**src/rtl/tcam_pkg.sv**
```systemverilog
package tcam_pkg;
  typedef enum logic [1:0] {
    WS_IDLE  = 2'd0,
    WS_ARMED = 2'd1,
    WS_MASK  = 2'd2,
    WS_HOLD  = 2'd3
  } wseq_state_e;

  localparam int unsigned RESULT_BANKS = 2;
endpackage

```
**src/rtl/tcam_wr_seq.sv**
```systemverilog
module tcam_wr_seq
  import tcam_pkg::*;
#(
  parameter int unsigned AW = 5,
  parameter int unsigned W  = 32
) (
  input  logic          clk,
  input  logic          rst,
  input  logic          clr,
  input  logic          wr_en,
  input  logic [AW-1:0] wr_addr,
  input  logic [W-1:0]  wr_data,
  output logic          base_we,
  output logic          care_we,
  output logic [AW-1:0] cmt_addr,
  output logic [W-1:0]  cmt_data,
  output logic [W-1:0]  cmt_care
);
  wseq_state_e   state;
  logic [AW-1:0] cap_addr;
  logic [W-1:0]  cap_data;

  // Commit strobes are combinational so the array updates on the edge
  // that closes the second (or third) cycle.
  always_comb begin
    base_we  = (state == WS_ARMED) && wr_en && !clr;
    care_we  = (state == WS_MASK) && wr_en && !clr;
    cmt_addr = cap_addr;
    cmt_data = cap_data;
    cmt_care = care_we ? ~(cap_data ^ wr_data) : '1;
  end

  always_ff @(posedge clk) begin
    if (rst || clr) begin
      state <= WS_IDLE;
    end else begin
      unique case (state)
        WS_IDLE:  if (wr_en) state <= WS_ARMED;
        WS_ARMED: state <= wr_en ? WS_MASK : WS_IDLE;
        WS_MASK:  state <= wr_en ? WS_HOLD : WS_IDLE;
        WS_HOLD:  if (!wr_en) state <= WS_IDLE;
        default:  state <= WS_IDLE;
      endcase
    end
  end

  always_ff @(posedge clk) begin
    if (state == WS_IDLE && wr_en) begin
      cap_addr <= wr_addr;
      cap_data <= wr_data;
    end
  end

  AST_BASE_AFTER_EN: assert property (@(posedge clk) disable iff (rst)
    base_we |-> $past(wr_en));
  AST_CARE_AFTER_BASE: assert property (@(posedge clk) disable iff (rst)
    care_we |-> $past(base_we));
endmodule

```
**src/rtl/tcam_store.sv**
```systemverilog
module tcam_store #(
  parameter int unsigned N  = 32,
  parameter int unsigned W  = 32,
  parameter int unsigned AW = $clog2(N)
) (
  input  logic          clk,
  input  logic          rst,
  input  logic          clr,
  input  logic          base_we,
  input  logic          care_we,
  input  logic [AW-1:0] wr_addr,
  input  logic [W-1:0]  wr_data,
  input  logic [W-1:0]  wr_care,
  input  logic [W-1:0]  key,
  input  logic [W-1:0]  cmp_mask,
  output logic [N-1:0]  match
);
  logic [W-1:0] val_q  [N];
  logic [W-1:0] care_q [N];
  logic [N-1:0] vld_q;

  always_ff @(posedge clk) begin
    if (rst || clr) begin
      vld_q <= '0;
    end else if (base_we) begin
      vld_q[wr_addr] <= 1'b1;
    end
  end

  // Word storage carries no reset; only the valid bits do.
  always_ff @(posedge clk) begin
    if (base_we) begin
      val_q[wr_addr]  <= wr_data;
      care_q[wr_addr] <= '1;
    end else if (care_we) begin
      care_q[wr_addr] <= wr_care;
    end
  end

  for (genvar g = 0; g < N; g++) begin : g_cmp
    always_comb
      match[g] = vld_q[g] && (((key ^ val_q[g]) & care_q[g] & cmp_mask) == '0);
  end

  AST_CLR_EMPTIES: assert property (@(posedge clk) disable iff (rst)
    clr |=> (vld_q == '0));
  AST_CARE_NEEDS_VALID: assert property (@(posedge clk) disable iff (rst)
    care_we |-> vld_q[wr_addr]);
endmodule

```
**src/rtl/tcam_prio_enc.sv**
```systemverilog
module tcam_prio_enc #(
  parameter int unsigned N  = 32,
  parameter int unsigned AW = $clog2(N)
) (
  input  logic [N-1:0]  vec,
  output logic          any,
  output logic [AW-1:0] idx
);
  always_comb begin
    any = |vec;
    idx = '0;
    for (int i = N - 1; i >= 0; i--) begin
      if (vec[i]) idx = AW'(i);
    end
  end
endmodule

```
**src/rtl/tern_cam.sv**
```systemverilog
module tern_cam
  import tcam_pkg::*;
#(
  parameter int unsigned ENTRIES = 32,
  parameter int unsigned WIDTH   = 32
) (
  input  logic                         clk,
  input  logic                         rst,
  input  logic                         clr,
  input  logic                         wr_en,
  input  logic [$clog2(ENTRIES)-1:0]   wr_addr,
  input  logic [WIDTH-1:0]             wr_data,
  input  logic                         srch_en,
  input  logic                         unenc,
  input  logic [WIDTH-1:0]             key,
  output logic                         res_valid,
  output logic                         hit,
  output logic [$clog2(ENTRIES)-1:0]   hit_addr,
  output logic [ENTRIES/RESULT_BANKS-1:0] bank_lines
);
  localparam int unsigned AW    = $clog2(ENTRIES);
  localparam int unsigned LINES = ENTRIES / RESULT_BANKS;

  logic          base_we, care_we;
  logic [AW-1:0] cmt_addr;
  logic [WIDTH-1:0] cmt_data, cmt_care, cmp_mask;
  logic [ENTRIES-1:0] match;
  logic          enc_any;
  logic [AW-1:0] enc_idx;
  logic [LINES-1:0] lines_nxt;
  logic [ENTRIES-1:0] low_mask;

  tcam_wr_seq #(.AW(AW), .W(WIDTH)) u_seq (
    .clk(clk), .rst(rst), .clr(clr),
    .wr_en(wr_en), .wr_addr(wr_addr), .wr_data(wr_data),
    .base_we(base_we), .care_we(care_we),
    .cmt_addr(cmt_addr), .cmt_data(cmt_data), .cmt_care(cmt_care)
  );

  // In banked mode the top key bit selects the bank and is not compared.
  always_comb cmp_mask = unenc ? {1'b0, {(WIDTH-1){1'b1}}} : '1;

  tcam_store #(.N(ENTRIES), .W(WIDTH), .AW(AW)) u_store (
    .clk(clk), .rst(rst), .clr(clr),
    .base_we(base_we), .care_we(care_we),
    .wr_addr(cmt_addr), .wr_data(cmt_data), .wr_care(cmt_care),
    .key(key), .cmp_mask(cmp_mask), .match(match)
  );

  tcam_prio_enc #(.N(ENTRIES), .AW(AW)) u_enc (
    .vec(match), .any(enc_any), .idx(enc_idx)
  );

  always_comb lines_nxt = key[WIDTH-1] ? match[LINES-1:0] : match[ENTRIES-1:LINES];

  always_ff @(posedge clk) begin
    if (rst) begin
      res_valid  <= 1'b0;
      hit        <= 1'b0;
      hit_addr   <= '0;
      bank_lines <= '0;
    end else begin
      res_valid  <= srch_en;
      hit        <= srch_en && !unenc && enc_any;
      hit_addr   <= (srch_en && !unenc && enc_any) ? enc_idx : '0;
      bank_lines <= (srch_en && unenc) ? lines_nxt : '0;
    end
  end

  always_comb low_mask = (ENTRIES'(1) << hit_addr) - ENTRIES'(1);

  AST_HIT_NEEDS_VALID: assert property (@(posedge clk) disable iff (rst)
    hit |-> res_valid);
  AST_UNENC_NO_FLAG: assert property (@(posedge clk) disable iff (rst)
    (srch_en && unenc) |=> (!hit && hit_addr == '0));
  AST_ENC_NO_LINES: assert property (@(posedge clk) disable iff (rst)
    (srch_en && !unenc) |=> (bank_lines == '0));
  AST_PRIO_LOWEST: assert property (@(posedge clk) disable iff (rst)
    (srch_en && !unenc && match != '0) |=>
      (hit && (($past(match) & low_mask) == '0) &&
       ((($past(match) >> hit_addr) & ENTRIES'(1)) != '0)));
endmodule

```
**config.mk**
```make
export PLATFORM = sky130hd
export DESIGN_NAME = tern_cam
export DESIGN_NICKNAME = d
export VERILOG_FILES = /design/src/rtl/tcam_pkg.sv /design/src/rtl/tcam_wr_seq.sv /design/src/rtl/tcam_store.sv /design/src/rtl/tcam_prio_enc.sv /design/src/rtl/tern_cam.sv
export SDC_FILE = /design/constraint.sdc
export NUM_CORES = 2
export LEC_CHECK = 0
export BUFFER_PORTS_ARGS = -buffer_cell sky130_fd_sc_hd__buf_2
export CAP_MARGIN = 20
export CORE_ASPECT_RATIO = 0.8
export CORE_UTILIZATION = 40
export CTS_BUF_LIST = sky130_fd_sc_hd__clkbuf_16
export DETAILED_ROUTE_END_ITERATION = 6
export MAX_ROUTING_LAYER = met4
export PLACE_DENSITY = 0.55
export SKIP_LAST_GASP = 1
export SLEW_MARGIN = 5
export SYNTH_ARGS = -nofsm -noshare
export SYNTH_HDL_FRONTEND = slang
export SYNTH_SLANG_ARGS = --single-unit
```
**constraint.sdc**
```tcl
create_clock -name clk -period 10.1 [get_ports clk]
set_input_delay 1.01 -clock clk [delete_from_list [all_inputs] [get_ports clk]]
set_output_delay 1.01 -clock clk [all_outputs]
set_load 0.03 [all_outputs]
```
# --- After elaboration in Yosys (flattened, before gate mapping) ---
# Memory sizes are Yosys's and may differ from the RTL's.
# Index checks and enable logic that the tools add are counted.
word_totals:
  ff_bits: 94
  ramBits: 2048
  input_bits: 75
  output_inout_bits: 23
  elab_cells: 255
  n_memories: 2
mem_list:
  columns: ["memory", "depth", "word_bits", "read_ports", "rd_clocked_by_memory_dff", "wr", "line_no", "text"]
  rows:
  - ["u_store.care_q", 32, 32, 32, 0, 1, "tcam_store.sv:19", "logic [W-1:0] care_q [N];"]
  - ["u_store.val_q", 32, 32, 32, 0, 1, "tcam_store.sv:18", "logic [W-1:0] val_q [N];"]
classes:
  magnitude_cmp: 2
  eq_ne: 5
  mux: 47
  n_bitwise: 102
  reduce_logical: 85
op_table:
  columns: ["cell", "n"]
  rows:
  - ["$and A32 B32 Y32", 64]
  - ["$xor A32 B32 Y32", 33]
  - ["$logic_not A32 Y1", 32]
  - ["$mux W32", 3]
  - ["$mux W5", 16]
  - ["$logic_and A1 B1 Y1", 41]
  - ["$mux W4", 8]
  - ["$not A32 Y32", 1]
  - ["$or A32 B32 Y32", 1]
  - ["$reduce_or A32 Y1", 1]
  - ["$reduce_or A18 Y1", 1]
  - ["$mux W16", 1]
  - ["$mux W2", 6]
  - ["$mux W3", 4]
  - ["$reduce_or A10 Y1", 1]
  - ["$pmux W2 S4", 1]
  - ["$mux W1", 7]
  - ["$lt A5 B6 Y1 const B", 1]
  - ["$reduce_or A6 Y1", 1]
  - ["$demux W1 S5", 1]
  - ["$ge A5 B1 Y1 const B", 1]
  - ["$eq A2 B2 Y1 const B", 2]
  - ["$ne A2 B2 Y1 const B", 2]
  - ["$reduce_or A4 Y1", 1]
  - ["other kinds (9)", 11]

# --- Depth between registers and ports, before layout ---
# An unclocked memory read counts as a cell.
depth:
  word_depth: 37
  depth_mapped: 13
  mapped_depth_nobuf: 10

# --- Cells and area by module ---
# A second synthesis with hierarchy kept.
unflattened:
  hier_cells: 5123
  area_unflattened_um2: 83527.6
modules_own_cells:
  columns: ["mod", "n_inst", "cells_per_inst", "area_per_inst_um2", "seq_area_each_um2"]
  rows:
  - ["tcam_store", 1, 4875, 80674.9, 62139.6]
  - ["tcam_wr_seq", 1, 115, 1669.1, 1151.1]
  - ["tern_cam", 1, 68, 798.3, 460.4]
  - ["tcam_prio_enc", 1, 65, 385.4, 0.0]

# --- Worst setup path before layout ---
# OpenSTA, ideal clock, no wires.
synth_timing:
  kind: "in2reg"
  from: "input port wr_en"
  to: "register u_seq.cap_addr[0], in the netlist u_seq.cmt_addr[0], enable pin"
  setup_ps: 485
  arrival_ps: 3733
  required_ps: 9615
  slack_ps: 5882
  stages: 1
  n_path_buf: 0
  path_cell_list: "nor3b_1"
synth_via:
  elab_chain_len: 1
synth_rtl:
  columns: ["item", "line_no", "text"]
  rows:
  - ["start, declared", "tern_cam.sv:10", "input logic wr_en,"]
  - ["$logic_and A1 B1 Y1", "tcam_wr_seq.sv:48", "if (state == WS_IDLE && wr_en) begin"]
  - ["end signal, assigned", "tcam_wr_seq.sv:49", "cap_addr <= wr_addr;"]
  - ["end, declared", "tcam_wr_seq.sv:20", "logic [AW-1:0] cap_addr;"]
# No other way between the ends.
# A chain may end at the register's enable or synchronous reset.

# --- Final worst setup path ---
layout_timing:
  from: "input port key[26]"
  to: "register hit_addr[0]"
layout_via:
  elab_chain_len: 36
  word_cells_on_any_way: 195
  classes_between: "mux: 31; bitwise: 97; reduce/logical: 67"
layout_rtl:
  columns: ["item", "line_no", "text"]
  rows:
  - ["start, declared", "tern_cam.sv:15", "input logic [WIDTH-1:0] key,"]
  - ["$xor A32 B32 Y32", "tcam_store.sv:42", "match[g] = vld_q[g] && (((key ^ val_q[g]) & care_q[g] & cmp_mask) == '0);"]
  - ["$and A32 B32 Y32 (2 in a row)", "tcam_store.sv:42", null]
  - ["$logic_not A32 Y1", "tcam_store.sv:42", null]
  - ["$logic_and A1 B1 Y1", "tcam_store.sv:42", null]
  - ["$mux W5 (16 in a row)", "tcam_prio_enc.sv:13", "if (vec[i]) idx = AW'(i);"]
  - ["$mux W4 (8 in a row)", "tcam_prio_enc.sv:13", null]
  - ["$mux W3 (4 in a row)", "tcam_prio_enc.sv:13", null]
  - ["$mux W2 (2 in a row)", "tcam_prio_enc.sv:13", null]
  - ["$mux W1", "tcam_prio_enc.sv:13", null]
  - ["end signal, assigned", "tern_cam.sv:65", "hit_addr <= (srch_en && !unenc && enc_any) ? enc_idx : '0;"]
  - ["end, declared", "tern_cam.sv:18", "output logic [$clog2(ENTRIES)-1:0] hit_addr,"]
# Parallel ways exist; a longest one is shown, timed or not.

==> reports/results.txt <==
Global routing used 31.5% of the available tracks across all layers. Synthesis inferred 2142 register bits. The number of global-route vias before repair was 46000; the peak supply drop was 0.190 mV. The tools report the first-pass GRT wire length as 425000 um.

The worst setup path is captured at a flip-flop. Clock latency of the later-clocked register in the worst-skew pair: 0.85 ns. The cell with the largest stage delay on the worst path was nor4_1.

The run gives 5.17 ns as the post-placement worst setup slack. In the synthesized netlist, the cells that appear most often are edfxtp_1 (2085), xor2_1 (1056), nand2_1 (460). The synthesized netlist devotes 11.1% of its cell area to XOR and XNOR gates.

By area the synthesized netlist is led by edfxtp_1 (75%), xor2_1 (11%), a22oi_1 (3.3%), nand2_1 (2.1%), nand4_1 (1.5%). The mux cell area share after synthesis is 0.176%. In this run the biggest area consumer among cell types represents 75.2% of the synthesized area. The H-tree generated during clock tree synthesis spans 4 levels.

The logs give 0 ns for the aggregate negative setup slack and 0 for the setup-violating endpoint count in the final report. After synthesis, the netlist uses 57 different library cells. The run gives 0 as the final number of hold-violating endpoints. Largest area contributor in the netlist: edfxtp_1. The cell that appears most often on the critical path is buf_4. The combinational family with the most area after synthesis was XOR/XNOR gates. Across the routed clock network, the largest skew measured is 0.0723 ns. Entering global routing, the biggest net connects 38 pins. The total leakage power is 34.0 nW. A synthesized cell averages 17.0 um^2. The final wirelength is 324000 um, and the cell count after synthesis is 4908. For this run, the leading register cell type out of synthesis is edfxtp_1. Derived from the worst setup path, the maximum achievable clock frequency is 232 MHz. Dividing the detail-routed wire length by the instance count gives 39.9 um.

In this run the standard cell core region covers 207000 um^2. After the last flow step, the layout net total stands at 5269. For this configuration, the core starts out at a cell density of 40.3%. The cell with the most instances after synthesis is edfxtp_1.

The logs give 17.9 mW for the power after layout and 83300 um^2 for the mapped cell area. Post-CTS repair changed the size of 0 cells. The checks that failed: design-rule violations. The delay of the slowest critical-path stage came out at 0.97 ns. The setup path with the least slack is of type in2reg. The post-CTS clock slew at the launch and capture registers of the worst setup and hold paths was 0.06 ns. The congestion estimate from routability-driven global placement came to 0.921. The worst pin sits at a relative slew slack of 16.5%.

The share of flip-flops with an asynchronous set or reset after synthesis came out at 0%. Post-synthesis sequential area ratio: 76.6%. Across all layers, the routed design uses 50800 vias. The die covers 210000 um^2. Detailed placement ended at an HPWL of 169000 um. The share of the synthesized area in compound gates (AO/OA/AOI/OAI) is 5.36%. After layout, the worst setup slack is 5.80 ns.

After detailed routing, the number of remaining DRC violations is 2. Using the TritonRoute via totals, the vias-per-cell ratio works out to 6.26. Number of design-rule violations left by the first detailed-router iteration: 11800. The flow ran to the end, but the final reports show violations.

The time the worst path needs with I/O delays and setup was 4.30 ns; the horizontal die dimension was 512 um. The number of synthesized flops with an enable pin is 2085. The number of antenna violations at the first check in global routing was 63. At the pin with the least slew margin, the transition time is 1.25 ns. Setup repair after global routing left no endpoint under its margin.

The first TritonRoute pass finished after 7 iterations. Counting every sink on the clock net gives 2142. Summing the areas of all and, or, nand and nor instances in the mapped netlist gives 5.61% of the synthesized area. Counting both buffers and inverters, the worst setup path holds a total of 2.

Walking the worst path, the cells encountered are buf_4, buf_4, xor2_1, a22oi_1, nand4_1, nor4_1, nand2_1, nand4_2, nor4_2, a31oi_4, o2111a_1, o21a_1. The number of setup buffers added after CTS is 0. The total overflow left after global routing is 0. Hold repair after CTS inserted 0 buffers. The post-route netlist has 11.6% of its cells at a drive strength greater than 1. Port buffer count: 97. TritonCTS built the clock tree. The tree is rooted in a clkbuf_16. The type of the tightest min-delay check is in2reg.

The clock passes through at most 3 buffers. The power density of the placed cells works out to 190 nW/um^2. The floorplan has 149 rows.

The type of origin of the critical path is an input port. The synthesized netlist devotes 0% of its cell area to adder and majority cells. For the worst setup path, the data required time is 10.89 ns. The worst hold-check slack is 0.345 ns. The area added between synthesis and finish is 13.4%, and the net count of the mapped netlist is 4983. The largest fanout of any net on the critical path works out to 20. Once detail routing completed, the nets flagged for antenna violations numbered 0. The logs give 203 for the number of buffers inserted during clock tree synthesis and 0 for the final count of pins violating max slew. The tools report the number of warning messages in the yosys log as 0. The kind of cell with the highest combined delay along the critical path is simple AND/OR/NAND/NOR gates.

The fraction of the cycle the final worst path needs came out at 42.6%. The die height came out at 410 um. The signal arrival time at the worst endpoint is 5.10 ns.

Once layout is done, the placed cells without fillers occupy 94400 um^2. After detailed placement, the total cell area comes to 87900 um^2. During I/O placement, the number of pins put on the boundary was 98.

Across the run, the number of max-cap violations was 0.
-- through the flow --
stage	cells	utilization [%]
after floorplan	4908	-
after global placement	7697	42.5
after detailed placement	7700	42.6
after CTS	8072	45.6
after global routing	8101	45.7
final	8124	45.7
-- layer usage --
metal | part of all wire, % | up-vias | GRT usage (%)
met4 | 3.0 | 0 | 8.77
met2 | 43 | 4399 | 44.0
li1 | - | 19500 | -
met5 | 0 | - | -
met1 | 39 | 26300 | 45.8
met3 | 15 | 552 | 7.08
-- report_power, final --
part / switching, mW / leakage (nW) / internal [mW]
clock: 3.43 / 3.23 / 3.98
combinational: 0.640 / 8.68 / 0.136
sequential: 0.0148 / 22.1 / 9.70
-- cell families (layout without fill, tap and decap cells) --
family	Yosys count	after routing
AOI/OAI and AO/OA	564	564
xor gates and xnor gates	1056	1056
buffers and inverters	150	603
DFF	2142	2142
muxes	13	13
other	0	45
and+or+nand+nor	983	983
-- sequential cells by signal (all words and copies together), names as in the netlist --
signal          flops
u_store.val_q    1024
u_store.care_q   1024
bank_lines         16
u_store.vld_q      32
u_seq.cmt_addr      5
res_valid           1
hit                 1
u_seq.cmt_data     32
hit_addr            5
u_seq.state         2
-- worst paths after layout --
| kind | cells after the start | startpoint | slack (ns) | end |
|---|---|---|---|---|
| max | 12 | key[26] | 5.80 | hit_addr[0] |
| max reg2reg | 6 | u_seq.state[0] | 6.58 | u_store.val_q[31][21] |
| min reg2reg | 1 | u_store.vld_q[5] | 0.47 | u_store.vld_q[5] |
| min | 1 | wr_addr[3] | 0.35 | u_seq.cmt_addr[3] |
-- cell type report --
cell class,instances,area (um^2)
Inverter,3,12.5
Clock inverter,163,1000
Multi-Input combinational cell,2616,19200
Fill cell,17800,112000
Timing Repair Buffer,228,1680
Tap cell,2718,3400
Sequential cell,2142,63800
Antenna cell,45,113
Clock buffer,209,5230
-- placed cells by master, fill, tap and decap left out, drive strengths merged, types with 32 or more instances in the layout --
cell	count
nand2	460
nor3	34
inv	51
a32oi	37
a22oi	363
clkinv	100
dfxtp	57
o21a	33
nor4	42
clkbuf	210
diode	45
buf	227
nor2	96
nand3	102
xor2	1056
a222oi	32
a22o	32
edfxtp	2085
nand4	197
a221oi	35
(Power assumes the default switching activity.)
